### src/rtl/flag_update_unit.sv
module flag_update_unit #(
  parameter int MAX_BYTES = 4,
  localparam int RES_W = 8 * MAX_BYTES + 1,
  localparam int SZW = (MAX_BYTES > 1) ? $clog2(MAX_BYTES) : 1
) (
  input  logic             clk,
  input  logic             rst_n,
  input  logic             upd_en,
  input  logic [2:0]       cmd,
  input  logic [SZW-1:0]   size_sel,
  input  logic [RES_W-1:0] result,
  input  logic             carry_in,
  input  logic             wr_en,
  input  logic [7:0]       wr_mask,
  input  logic [7:0]       wr_bits,
  output logic [7:0]       flags_q
);

  localparam int BIT_C = 0;
  localparam int BIT_Z = 2;
  localparam int BIT_S = 3;
  localparam int BIT_O = 5;

  typedef enum logic [2:0] {
    CMD_OSZC = 3'd0,
    CMD_SZC  = 3'd1,
    CMD_OSZ  = 3'd2,
    CMD_SZ   = 3'd3,
    CMD_ZC   = 3'd4,
    CMD_C    = 3'd5
  } upd_cmd_e;

  logic [MAX_BYTES-1:0] zero_v, sign_v, ovr_range_v, ovr_ext_v;

  for (genvar g = 0; g < MAX_BYTES; g++) begin : g_lane
    localparam int W = 8 * (g + 1);
    assign zero_v[g]      = ~|result[W-1:0];
    assign sign_v[g]      = result[W-1];
    assign ovr_range_v[g] = ~((&result[RES_W-1:W-1]) | ~(|result[RES_W-1:W-1]));
    assign ovr_ext_v[g]   = ~((&result[RES_W-1:W]) | ~(|result[RES_W-1:W]));
  end

  logic [7:0] sel_mask, calc;
  logic       ovr_sel;

  assign ovr_sel = (cmd == CMD_OSZC) ? ovr_range_v[size_sel] : ovr_ext_v[size_sel];

  always_comb begin
    calc        = '0;
    calc[BIT_C] = carry_in;
    calc[BIT_Z] = zero_v[size_sel];
    calc[BIT_S] = sign_v[size_sel];
    calc[BIT_O] = ovr_sel;
  end

  always_comb begin
    sel_mask = '0;
    case (cmd)
      CMD_OSZC: sel_mask = 8'h2D;
      CMD_SZC:  sel_mask = 8'h0D;
      CMD_OSZ:  sel_mask = 8'h2C;
      CMD_SZ:   sel_mask = 8'h0C;
      CMD_ZC:   sel_mask = 8'h05;
      CMD_C:    sel_mask = 8'h01;
      default:  sel_mask = 8'h00;
    endcase
  end

  always_ff @(posedge clk or negedge rst_n) begin
    if (!rst_n)
      flags_q <= '0;
    else if (wr_en)
      flags_q <= (flags_q & ~wr_mask) | (wr_bits & wr_mask);
    else if (upd_en)
      flags_q <= (flags_q & ~sel_mask) | (calc & sel_mask);
  end

  function automatic logic low_zero(logic [RES_W-1:0] r, logic [SZW-1:0] sz);
    logic [RES_W-2:0] t;
    t = r[RES_W-2:0] << (8 * (MAX_BYTES - 1 - int'(sz)));
    return t == '0;
  endfunction

  function automatic logic top_sign(logic [RES_W-1:0] r, logic [SZW-1:0] sz);
    logic [RES_W-1:0] t;
    t = r >> (8 * int'(sz) + 7);
    return t[0];
  endfunction

  p_keep_sys_bits_r2: assert property (@(posedge clk) disable iff (!rst_n)
    (upd_en && !wr_en) |=> ({flags_q[7:6], flags_q[4], flags_q[1]} ==
                            $past({flags_q[7:6], flags_q[4], flags_q[1]})));

  p_bad_cmd_r3: assert property (@(posedge clk) disable iff (!rst_n)
    (upd_en && !wr_en && cmd[2:1] == 2'b11) |=> (flags_q == $past(flags_q)));

  p_zero_size_r4: assert property (@(posedge clk) disable iff (!rst_n)
    (upd_en && !wr_en && cmd <= 3'd4) |=> (flags_q[BIT_Z] == $past(low_zero(result, size_sel))));

  p_sign_size_r5: assert property (@(posedge clk) disable iff (!rst_n)
    (upd_en && !wr_en && cmd <= 3'd3) |=> (flags_q[BIT_S] == $past(top_sign(result, size_sel))));

  p_no_ext_ovf_full_r7: assert property (@(posedge clk) disable iff (!rst_n)
    (upd_en && !wr_en && cmd == 3'd2 && size_sel == SZW'(MAX_BYTES - 1)) |=> !flags_q[BIT_O]);

  p_carry_only_r8: assert property (@(posedge clk) disable iff (!rst_n)
    (upd_en && !wr_en && cmd == 3'd5) |=>
      (flags_q[BIT_C] == $past(carry_in) && flags_q[7:1] == $past(flags_q[7:1])));

  p_write_masked_r9: assert property (@(posedge clk) disable iff (!rst_n)
    wr_en |=> ((flags_q & $past(wr_mask)) == ($past(wr_bits) & $past(wr_mask))) &&
              ((flags_q & ~$past(wr_mask)) == ($past(flags_q) & ~$past(wr_mask))));

  p_idle_hold_r11: assert property (@(posedge clk) disable iff (!rst_n)
    (!upd_en && !wr_en) |=> $stable(flags_q));

endmodule

### config.mk
export PLATFORM = sky130hd
export DESIGN_NAME = flag_update_unit
export DESIGN_NICKNAME = d
export VERILOG_FILES = /design/src/rtl/flag_update_unit.sv
export SDC_FILE = /design/constraint.sdc
export NUM_CORES = 1
export LEC_CHECK = 0
export CORE_ASPECT_RATIO = 1.1
export CORE_MARGIN = 1.5
export CORE_UTILIZATION = 32
export DETAILED_ROUTE_END_ITERATION = 10
export PLACE_DENSITY = 0.81
export SLEW_MARGIN = 20
export SYNTH_ARGS = -nofsm -noshare
export SYNTH_HDL_FRONTEND = slang
export SYNTH_SLANG_ARGS = --single-unit
### constraint.sdc
create_clock -name clk -period 1.25 [get_ports clk]
set_clock_uncertainty 0.2 [all_clocks]
set_input_delay 0.125 -clock clk [delete_from_list [all_inputs] [get_ports clk]]
set_output_delay 0.125 -clock clk [all_outputs]
set_load 0.05 [all_outputs]
==> impl_summary.txt <==
----------------------------------------------------
[Floorplan]
  Horizontal extent of the die ... 50.17 µm
  Starting density of the core ... 34.43%
  FP Rows ... 18
  Die Ht ... 54.89 µm
  Number of top-level pins ... 67
  Area enclosed by the die boundary ... 2754 µm²
  Core region area ... 2275 µm²

[Place]
  Number of buffers inserted by port buffering ... 66
  Final weighted congestion of routability-driven global placement ... 0.9960
  Sum of net half-perimeters after detailed placement ... 2.599 mm
  Post-Place Cell Area ... 1688 µm²

[Setup path]
  Slowest library cell on the worst path ... sky130_fd_sc_hd__or4_4
  CP Max Fanout ... 3
  Worst R2R Path Depth ... 4
  Slowest cell delay on critical path ... 0.59 ns
  Worst path arrival time ... 1.47 ns
  Category of the worst setup path capture point ... register
  Reg2reg setup slack ... 0.05 ns
  Critical Path RT ... 1.24 ns
  Critical Path Start Type ... primary input
  Start-to-end type of the worst setup path ... primary input to register
  Series of cell instances along the critical path ... buf_6 > or4_4 > nor3_4 > o21ai_2 > a221oi_2 > a311o_1

[Detailed routing]
  DRC Markers ... 0
  Average wire per cell in the routed design ... 15.28 µm
  Final wirelength ... 3.225 mm
  Remaining antenna violation count after routing ... 0
  Drt pass-1 iters ... 4
  Via/cell ratio ... 5.564
  Number of DRC violations after detailed-routing iteration 0 ... 11
  Via count ... 1174

[Final layout]
  Fraction of final layout cells sized beyond drive strength 1 ... 40.88%
  Area Overhead vs Synth ... 129.2%
  Final-stage net count ... 243
  Post-layout utilization of the core ... 78.93%
  Ant. Diodes ... 0
  Final instance area ... 1795 µm²

[Clock tree]
  Clock tree root driver cell ... sky130_fd_sc_hd__clkbuf_4
  TritonCTS sink count ... 8
  Maximum level of the CTS H-tree ... 1
  Clock-pin slew of the registers on the worst-case setup and hold paths ... 0.06 ns
  Worst-case clock buffer depth ... 2
  Clock tree from TritonCTS ... yes
  Skew-Pair Late Insertion Delay ... 0.26 ns
  CTS Buf Count ... 3

[Global route]
  Grt ovf ... 0
  Global-route usage over all layers ... 25.30%
  Pin count of the biggest net entering global routing ... 13
  First-pass GRT wire length ... 5.250 mm
  Antenna violations before repair ... 0
  Via count of the first global-routing pass ... 1251

[Run status]
  Violated checks ... negative setup slack
  Status ... complete, but fails checks

[Timing]
  Max-slew violation count ... 0
  Highest Clock Rate ... 676.8 MHz
  Worst path setup slack after routing ... -0.2275 ns
  Final hold viol count ... 0
  Worst Tran Pin Value ... 0.3748 ns
  Rel. slew slack ... 74.93%
  Setup Viol. Count Final ... 2
  Minimum clock period ... 1.477 ns
  Final critical-path share of the clock period ... 118.2%
  RSZ-0062 raised after global routing ... true

[Pwr]
  Peak supply drop ... 0.0005684 V
  Logic gate share of total power ... 56.2%
  Fraction of power consumed by sequential logic ... 26.7%
  Cell internal pwr ... 820.0 µW
  Total leakage power ... 0.0007474 µW
  Switching power as a share of total power ... 34.99%
  Net switching component of the power ... 441.4 µW
  Pwr/cell area ... 702.6 nW/µm²
  Clk network pwr share ... 17.0%

[Hold path]
  Kind of path behind the tightest hold check ... primary input to asynchronous set/reset pin

[Yosys]
  Number of distinct library cells after synthesis ... 34
  Sequential-to-total area share from yosys stat ... 25.56%
  Synth Cell Area ... 783.3 µm²
  Average footprint of a synthesized cell ... 8.514 µm²
  Mapped Nets ... 153
  Number of synthesized register bits ... 8
  Synthesis warning total ... 0
  Post-synthesis instance total ... 92

[Run]
  Reported max-cap violation count ... 0

----------------------------------------------------
[cell families (layout without fill, tap and decap cells)]
logic type | count (synthesis) | after routing | share of synthesized area [%]
compound gates | 24 | 24 | 22.36
fa+ha+maj | 2 | 2 | 3.194
flops | 8 | 8 | 25.56
mux | 6 | 6 | 9.904
buf+inv | 6 | 95 | 4.153
simple gates | 46 | 46 | 34.83
[cell usage in the layout (no fill, tap or decap), types with 2 or more instances in the layout]
master | netlist | routed
sky130_fd_sc_hd__nor3_2 | 2 | 2
sky130_fd_sc_hd__buf_4 | 0 | 17
sky130_fd_sc_hd__inv_1 | 5 | 5
sky130_fd_sc_hd__nor2_1 | 2 | 2
sky130_fd_sc_hd__nor4_4 | 0 | 2
sky130_fd_sc_hd__mux2_2 | 4 | 4
sky130_fd_sc_hd__nand4_1 | 4 | 4
sky130_fd_sc_hd__a32oi_1 | 2 | 2
sky130_fd_sc_hd__nor4_1 | 6 | 3
sky130_fd_sc_hd__buf_12 | 0 | 8
sky130_fd_sc_hd__clkbuf_4 | 0 | 3
sky130_fd_sc_hd__a21oi_1 | 3 | 3
sky130_fd_sc_hd__ha_1 | 2 | 2
sky130_fd_sc_hd__or3_4 | 0 | 2
sky130_fd_sc_hd__buf_6 | 0 | 9
sky130_fd_sc_hd__clkdlybuf4s15_1 | 0 | 6
sky130_fd_sc_hd__o311a_1 | 2 | 2
sky130_fd_sc_hd__clkdlybuf4s50_1 | 0 | 28
sky130_fd_sc_hd__nand2_1 | 8 | 7
sky130_fd_sc_hd__buf_2 | 0 | 9
sky130_fd_sc_hd__dfrtp_1 | 8 | 7
sky130_fd_sc_hd__nand3_1 | 7 | 7
sky130_fd_sc_hd__o21ai_0 | 7 | 4
sky130_fd_sc_hd__nor3_4 | 0 | 2
sky130_fd_sc_hd__or4_4 | 3 | 4
sky130_fd_sc_hd__a221oi_2 | 1 | 2
sky130_fd_sc_hd__dlygate4sd2_1 | 0 | 6
sky130_fd_sc_hd__o21ai_1 | 0 | 2
sky130_fd_sc_hd__o211ai_1 | 2 | 2
sky130_fd_sc_hd__nor3_1 | 6 | 4
[worst max-delay path by stage]
| stage | cells after the start | end | slack, ns | startpoint |
|---|---|---|---|---|
| after floorplan | 5 | register | -0.30 | result[19] |
| after global placement | 6 | register | -0.81 | result[27] |
| after detailed placement | 6 | register | -0.86 | result[19] |
| after CTS | 6 | register | -0.27 | result[22] |
| after global routing | 6 | register | -0.30 | result[28] |
| final | 6 | register | -0.23 | result[28] |
[power by group through the flow]
stage / registers [µW] / logic (µW) / clock network (µW)
after detailed placement: 339 / 700 / 0
after floorplan: 454 / 113 / 0
after global routing: 341 / 750 / 226
after global placement: 336 / 683 / 0
final: 337 / 710 / 215
after CTS: 336 / 697 / 223
[synth_stat cells, drive strengths merged]
cell	count	area share, %
a21oi	3	1.9
nor2	3	1.8
o21a	1	0.96
mux4	1	2.9
nor4	6	4.8
or3	2	1.8
nor3	8	6.4
a221oi	3	4.2
a31oi	1	0.80
dfrtp	8	26
nand2	8	3.8
a32oi	2	2.2
a311o	1	1.3
nand2b	2	1.6
o311a	2	2.6
nand3	7	4.5
ha	2	3.2
a21boi	1	0.96
o211ai	2	1.9
clkbuf	1	1.8
mux2	4	5.8
inv	5	2.4
mux2i	1	1.3
nand4	4	3.2
or4	4	5.3
o21ai	7	4.5
nand3b	1	0.96
nor2b	1	0.80
a311oi	1	1.1
[per-stage QoR]
stage               setup WS, ns  setup TNS [ns]  hold slack, ns  instances  power (µW)
floorplan                -0.3017         -0.5940         -0.3706         92       567.2
global placement         -0.8076          -3.158          0.2276        205        1019
detailed placement       -0.8588          -3.520          0.2308        205        1039
CTS                      -0.2705         -0.4785          0.2250        210        1257
global route             -0.3025         -0.6004         0.07499        211        1317
finish                   -0.2275         -0.4533         0.01837        211        1261
[per-layer routing]
metal	global-route usage, %	vias up	routed length [µm]
met1	24.83	543	1182
met2	51.10	70	1716
met4	12.50	0	53
li1	-	555	-
met3	5.108	6	273
met5	0	-	0
[layout make-up]
cell class	count	area, µm²
clock buffers	4	26.28
repair buffers	86	854.6
multi-input cells	78	656.9
inverters	5	18.77
flip-flops and latches	8	201.4
fillers	153	479.2
well taps	30	37.54
[repair_timing]
item / CTS / global route
pin swaps: 17 / 14
gates resized for setup: 94 / 17
gates cloned: 0 / 0
hold buffers: 1 / 0
endpoints found under the hold margin: 8 / 0
setup buffers: 0 / 2
endpoints found under the setup margin: 5 / 15
[critical path, delay by kind of cell]
family / cells / cell delay [ns]
buf+inv: 1 / 0.09
simple gates: 2 / 0.80
compound gates: 3 / 0.45
Note: power is estimated with default switching activity, not from simulation.
